--- src/rtl/dma_prefetch_pkg.sv ---
package dma_prefetch_pkg;

  typedef enum logic [1:0] {
    ST_IDLE  = 2'd0,
    ST_ARMED = 2'd1,
    ST_FLOW  = 2'd2,
    ST_DONE  = 2'd3
  } srcState_t;

  // Control-to-datapath strobes
  typedef struct packed {
    logic loadBase;  // return pointer to block base
    logic fetch;     // issue a RAM read at the current pointer
    logic advance;   // step pointer after this read
  } srcStrobes_t;

endpackage

--- src/rtl/dma_prefetch_ctrl.sv ---
module dma_prefetch_ctrl
  import dma_prefetch_pkg::*;
#(
  parameter int WORDS = 1024
) (
  input  logic        clk,
  input  logic        rstN,
  input  logic        startReq,
  input  logic        attrValid,
  input  logic        nextData,
  output srcStrobes_t strobes,
  output logic        done
);

  localparam int CNT_W = $clog2(WORDS) + 1;
  localparam logic [CNT_W-1:0] LAST_IDX = CNT_W'(WORDS - 1);
  localparam logic [CNT_W-1:0] LAST_FETCH_IDX = CNT_W'(WORDS - 2);

  srcState_t state, stateNext;
  logic [CNT_W-1:0] handed, handedNext;

  always_comb begin
    strobes    = '0;
    stateNext  = state;
    handedNext = handed;
    if (startReq) begin
      strobes.loadBase = 1'b1;
      stateNext        = ST_ARMED;
      handedNext       = '0;
    end else begin
      unique case (state)
        ST_ARMED: if (attrValid) begin
          strobes.fetch   = 1'b1;  // prefetch first word in attribute cycle
          strobes.advance = 1'b1;
          stateNext       = ST_FLOW;
        end
        ST_FLOW: if (nextData) begin
          handedNext = handed + 1'b1;
          if (handed < LAST_IDX) begin
            strobes.fetch   = 1'b1;
            strobes.advance = (handed < LAST_FETCH_IDX);
          end else begin
            stateNext = ST_DONE;
          end
        end
        default: ;
      endcase
    end
  end

  always_ff @(posedge clk) begin
    if (!rstN) begin
      state  <= ST_IDLE;
      handed <= '0;
    end else begin
      state  <= stateNext;
      handed <= handedNext;
    end
  end

  assign done = (state == ST_DONE);

  AST_DONE_STICKY: assert property (@(posedge clk) disable iff (!rstN)
    done && !startReq |=> done) else $error("done dropped");

  AST_HANDED_LIMIT: assert property (@(posedge clk) disable iff (!rstN)
    handed <= CNT_W'(WORDS)) else $error("handed overflow");

  AST_ONE_STEP: assert property (@(posedge clk) disable iff (!rstN)
    !startReq && !nextData |=> $stable(handed)) else $error("count moved");

endmodule

--- src/rtl/dma_prefetch_dp.sv ---
module dma_prefetch_dp
  import dma_prefetch_pkg::*;
#(
  parameter int DATA_W = 32,
  parameter int ADDR_W = 10,
  parameter logic [ADDR_W-1:0] BASE_ADDR = '0
) (
  input  logic              clk,
  input  logic              rstN,
  input  srcStrobes_t       strobes,
  input  logic              attrValid,
  input  logic [DATA_W-1:0] attrIn,
  input  logic [DATA_W-1:0] ramRdData,
  output logic              ramEn,
  output logic [ADDR_W-1:0] ramAddr,
  output logic [DATA_W-1:0] busOut
);

  logic [ADDR_W-1:0] rdPtr;

  always_ff @(posedge clk) begin
    if (!rstN) begin
      rdPtr <= BASE_ADDR;
    end else if (strobes.loadBase) begin
      rdPtr <= BASE_ADDR;
    end else if (strobes.fetch && strobes.advance) begin
      rdPtr <= rdPtr + 1'b1;
    end
  end

  assign ramEn   = strobes.fetch;
  assign ramAddr = rdPtr;
  // Shared bus: attributes in the attribute cycle, else the RAM register
  assign busOut  = attrValid ? attrIn : ramRdData;

  AST_PTR_HOLD: assert property (@(posedge clk) disable iff (!rstN)
    !strobes.loadBase && !strobes.advance |=> $stable(rdPtr)) else $error("pointer drift");

  AST_PTR_STEP: assert property (@(posedge clk) disable iff (!rstN)
    !strobes.loadBase && strobes.fetch && strobes.advance |=> rdPtr == $past(rdPtr) + 1'b1)
    else $error("pointer step");

endmodule

--- src/rtl/dma_prefetch_src.sv ---
module dma_prefetch_src
  import dma_prefetch_pkg::*;
#(
  parameter int DATA_W      = 32,
  parameter int BLOCK_BYTES = 4096,
  parameter int BASE_ADDR   = 0
) (
  input  logic                                           clk,
  input  logic                                           rstN,
  input  logic                                           startReq,
  input  logic                                           attrValid,
  input  logic [DATA_W-1:0]                              attrIn,
  input  logic                                           nextData,
  input  logic [DATA_W-1:0]                              ramRdData,
  output logic                                           ramEn,
  output logic [$clog2(BLOCK_BYTES/(DATA_W/8))-1:0]      ramAddr,
  output logic [DATA_W-1:0]                              busOut,
  output logic                                           done
);

  localparam int WORDS  = BLOCK_BYTES / (DATA_W / 8);
  localparam int ADDR_W = $clog2(WORDS);

  srcStrobes_t strobes;

  dma_prefetch_ctrl #(.WORDS(WORDS)) uCtrl (
    .clk       (clk),
    .rstN      (rstN),
    .startReq  (startReq),
    .attrValid (attrValid),
    .nextData  (nextData),
    .strobes   (strobes),
    .done      (done)
  );

  dma_prefetch_dp #(
    .DATA_W    (DATA_W),
    .ADDR_W    (ADDR_W),
    .BASE_ADDR (ADDR_W'(BASE_ADDR))
  ) uDp (
    .clk       (clk),
    .rstN      (rstN),
    .strobes   (strobes),
    .attrValid (attrValid),
    .attrIn    (attrIn),
    .ramRdData (ramRdData),
    .ramEn     (ramEn),
    .ramAddr   (ramAddr),
    .busOut    (busOut)
  );

  AST_READ_NEEDS_STROBE: assert property (@(posedge clk) disable iff (!rstN)
    ramEn |-> (attrValid || nextData)) else $error("unrequested read");

  AST_NO_READ_DONE: assert property (@(posedge clk) disable iff (!rstN)
    done |-> !ramEn) else $error("read after done");

  AST_START_CLEARS: assert property (@(posedge clk) disable iff (!rstN)
    startReq |=> !done) else $error("done after start");

endmodule

--- config.mk ---
export PLATFORM = sky130hd
export DESIGN_NAME = dma_prefetch_src
export DESIGN_NICKNAME = d
export VERILOG_FILES = /design/src/rtl/dma_prefetch_pkg.sv /design/src/rtl/dma_prefetch_ctrl.sv /design/src/rtl/dma_prefetch_dp.sv /design/src/rtl/dma_prefetch_src.sv
export SDC_FILE = /design/constraint.sdc
export NUM_CORES = 1
export LEC_CHECK = 0
export BUFFER_PORTS_ARGS = -buffer_cell sky130_fd_sc_hd__clkbuf_2
export CORE_UTILIZATION = 37
export DETAILED_ROUTE_END_ITERATION = 16
export MAX_ROUTING_LAYER = met4
export PLACE_DENSITY = 0.84
export SYNTH_ARGS = -nofsm -noshare
export SYNTH_HDL_FRONTEND = slang
export SYNTH_HIERARCHICAL = 1
export SYNTH_SLANG_ARGS = --single-unit
--- constraint.sdc ---
create_clock -name clk -period 2.28 [get_ports clk]
set_input_delay 0.114 -clock clk [delete_from_list [all_inputs] [get_ports clk]]
set_output_delay 0.114 -clock clk [all_outputs]
set_load 0.02 [all_outputs]
-- Word-level counts from Yosys, hierarchy flattened
Index checks and enable logic that the tools add are counted.
- register bits after elaboration: 23
- input port bits: 69
- output and inout port bits: 44
- word-level logic and storage cells: 38
- $add $sub $neg: 2
- order comparisons: 2
- eq/ne operators: 9
- muxes and demuxes: 12
- bitwise operators: 1
- reductions and logical operators: 8
- operators by type and width (cell ; number):
    two-way mux 32 bit ; 1
    less-than comparator 11 x 10 -> 1 bit (second input constant) ; 2
    two-way mux 2 bit ; 7
    adder 11 x 1 -> 11 bit (second input constant) ; 1
    adder 10 x 1 -> 10 bit (second input constant) ; 1
    != test 3 bit (second input constant) ; 3
    case mux 2 bit (2 select lines) ; 2
    AND reduction 4 bit ; 2
    != test 2 bit (second input constant) ; 3
    == test 2 bit (second input constant) ; 2
    OR reduction 2 bit ; 2
    nonzero test 3 bit ; 1
    == test 2 x 1 -> 1 bit (second input constant) ; 1
    two-way mux 1 bit ; 2
    AND reduction 2 bit ; 1
    nonzero test 2 bit ; 1
    logical AND 1 bit ; 1
    NOT 1 bit ; 1

-- Logic depth before layout (Yosys ltp)
- word-level depth: 6
- gate-level depth with buffers: 8
- mapped depth without buffers: 8

-- Modules after synthesis
The synthesis kept the hierarchy.
- by module, submodules not included (module ; instances ; cells an instance ; area an instance (um2)):
    dma_prefetch_dp ; 1 ; 90 ; 844.6
    dma_prefetch_ctrl ; 1 ; 79 ; 705.7

-- Worst setup path after synthesis
No wires, ideal clock.
- kind: register -> register
- from: register uCtrl.state[0]
- to: register uDp.rdPtr[8] (netlist: uDp/ramAddr[8])
- setup time: 0.070 ns
- arrival: 2.251 ns
- required time: 2.210 ns
- path slack: -0.041 ns
- cell stages (with the launch flop): 9
- period minus slack after synthesis: 2.321 ns
- path through: dfxtp_1 inv_1 ha_1 nand2_2 o31a_2 nor3_1 nand3_2 or4_1 a21oi_1
- RTL lines (element ; RTL line ; text):
    start, declared ; dma_prefetch_ctrl.sv:19 ; srcState_t state, stateNext;
    start signal, assigned ; dma_prefetch_ctrl.sv:56 ; state <= stateNext;
    end signal, assigned ; dma_prefetch_dp.sv:27 ; rdPtr <= rdPtr + 1'b1;
    end, declared ; dma_prefetch_dp.sv:19 ; logic [ADDR_W-1:0] rdPtr;

==> results.py <==
metrics = {
    "synth": {
        "syn_nets": 243,
        "synthArstFlopShare": 0,
        "ys_warn_count": 6,
        "ys.flop_type": "dfxtp_1",
        "synth_top_cells_by_area": "dfxtp_1 (30%), mux2_2 (22%), ha_1 (4.0%), xnor2_1 (4.0%), nor2_1 (3.1%)",
        "syn_area_mm2": 0.00155,
        "yosys.cell_count.top_type": "mux2_2",
        "synth_seq_area_share": 0.297,
        "synth_edf_count": 0,
        "yosysTopAreaCellShare": 0.297,
        "yosys-top-cells-count": "mux2_2 (30), dfxtp_1 (23), nor2_1 (13)",
        "synth.largest_area_cell": "dfxtp_1",
        "ys_ff_latch": 23,
        "synthDistinctLibCells": 36,
        "syn_inst": 169,
        "syn_area_per_cell_um2": 9.17,
    },
    "worst_setup_path": {
        "cp.arrival_ps": 2350,
        "cp-start-kind": "flip-flop",
        "cp_max_fo": 6,
        "worstSetupPathType": "reg2reg",
        "critical_path.endpoint_type": "flip-flop",
        "reg2reg_depth": 9,
        "crit_required_ps": 2490,
    },
    "global_route": {
        "grt_max_degree": 33,
        "grt_pass1_vias": 1595,
        "antenna_found_initial": 0,
        "overflow": 0,
        "grt_usage": 0.201,
        "grt_pass1_wl_um": 6630,
    },
    "routing": {
        "route.met3.wl_um": 286,
        "vias": 1670,
        "ant_nets": 0,
        "wl_met1_um": 1690,
        "wl_met2_um": 2300,
        "drt-total-wl_um": 4300,
        "firstDrtPassIters": 4,
        "drc": 0,
        "drt-wirelength-per-cell_um": 12.7,
        "viasPerCell": 4.94,
        "drt_iter0_markers": 60,
        "top_layer_used": "met4",
    },
    "timing": {
        "max_freq_mhz": 466,
        "final_max_slew_viol_count": 0,
        "setup_tns_ps": 0,
        "setup_slack_ps": 135,
        "finalClockSkew_ps": 8.29,
        "final-hold-violation-count": 0,
        "period_minus_slack_ps": 2140,
        "slew_headroom": 0.683,
        "period_share": 0.941,
        "rsz0062_at_grt": "false",
        "finalSetupViolations": 0,
        "tightest_slew_ps": 476,
    },
    "power_and_ir_drop": {
        "p_leak_uw": 0.00105,
        "p_total_uw": 910,
        "ir_worst_vdd_uv": 198,
        "power_density_mw_per_mm2": 400,
    },
    "die": {
        "die_w_um": 66.7,
        "dieArea_mm2": 0.00445,
        "fp.dieH_um": 66.7,
        "rows": 23,
        "start_util": 0.388,
        "coreArea_mm2": 0.00400,
        "io_pins": 113,
    },
    "cts": {
        "cts_buffer_depth": 2,
        "cts-root-buf": "clkbuf_8",
        "clkSinkCount": 23,
        "cts_tree": "yes",
        "clkTransAtPathRegs_ps": 80,
        "clock_latency_ps": 270,
        "cts.htree.levels": 1,
        "cts_buffers": 3,
    },
    "finish": {
        "area_growth_pct": 46.9,
        "final_util": 0.569,
        "fillCellCount": 360,
        "drive_gt1_frac": 0.608,
        "num-nets-final": 363,
        "n_antenna_cell": 0,
        "fin_cells": 338,
    },
    "place": {
        "dp.cells": 332,
        "place.gp.congestion": 0.832,
        "dp_slack_ps": -84.5,
        "io_buffer_count": 112,
        "dp_hpwl_um": 3650,
    },
    "flow_run": {
        "cap_violations": 0,
    },
    "worst_hold_path": {
        "hold_depth": 2,
        "hold_path.class": "in2reg",
    },
    "run_status": {
        "status": "complete, no violations",
    },
}
metal layers:
layer / vias to the layer above / GRT usage
met5: - / -
li1: 838 / -
met4: 0 / 0.0585
met3: 2 / 0.0411
met2: 63 / 0.366
met1: 767 / 0.217
sequential cells by signal (all words and copies together) (netlist names):
name          cells
uCtrl/handed     11
uDp/ramAddr      10
uCtrl/state       2
timing repair:
| action | 4_1_cts | 5_1_grt |
|---|---|---|
| gates resized for setup | 0 | 4 |
| cloned | 0 | 0 |
| pin swaps | 1 | 4 |
| hold buffers | 0 | 0 |
| setup endpoints to repair | 4 | 7 |
| setup buffers | 2 | 0 |
worst paths after layout:
kind,startpoint,to,slack (ps)
worst max-delay path,uCtrl/state[0],uDp/ramAddr[3],140
worst min-delay path,rstN,uCtrl/state[0],90
worst max register to register,uCtrl/state[0],uDp/ramAddr[3],140
worst min register to register,uDp/ramAddr[1],uDp/ramAddr[1],500
power breakdown:
part | internal [uW] | switching (uW) | total, uW
registers | 403 | 1.48 | 405
logic | 122 | 132 | 253
clock network | 122 | 130 | 252
worst max-delay path: stages, from the launching register on:
cell,delay (ps)
dfxtp_1,320
inv_1,60
ha_2,180
nand2_2,70
a311o_1,280
a211oi_2,300
nand4_1,150
buf_6,150
or3_2,430
a21oi_2,130
cells in the final DEF (no fill, tap or decap), types with 4 or more instances in the layout:
cell / instances
inv_1: 9
o21ai_0: 6
xor2_1: 4
xnor2_1: 7
mux2_2: 30
nand2_1: 9
a21oi_1: 8
clkbuf_2: 112
nor2_1: 13
nand3_1: 8
ha_1: 4
buf_4: 10
dfxtp_1: 22
area by class of cell:
type | instances | area [um^2] | area share
Sequential cell | 23 | 462 | 0.203
Tap cell | 50 | 62.6 | 0.0275
Clock inverter | 1 | 5.00 | 0.00220
Clock buffer | 3 | 41.3 | 0.0181
Multi-Input combinational cell | 129 | 1030 | 0.451
Inverter | 9 | 33.8 | 0.0148
Timing Repair Buffer | 123 | 647 | 0.284
stage by stage:
stage	hold slack, ps	cell area, um^2
finish	88.9	2280
global route	108	2280
CTS	88.3	2270
detailed placement	376	2200
global placement	380	2200
floorplan	245	1560
kinds of logic after synthesis:
family	count (synthesis)	synth area share
XOR/XNOR	11	0.0621
buffers and inverters	17	0.0484
multiplexers	33	0.239
AO/OA/AOI/OAI	23	0.0985
flip-flops	23	0.297
adder cells (fa/ha/maj)	5	0.0404
AND/OR/NAND/NOR	57	0.215
Power figures use the tool's default switching activity.
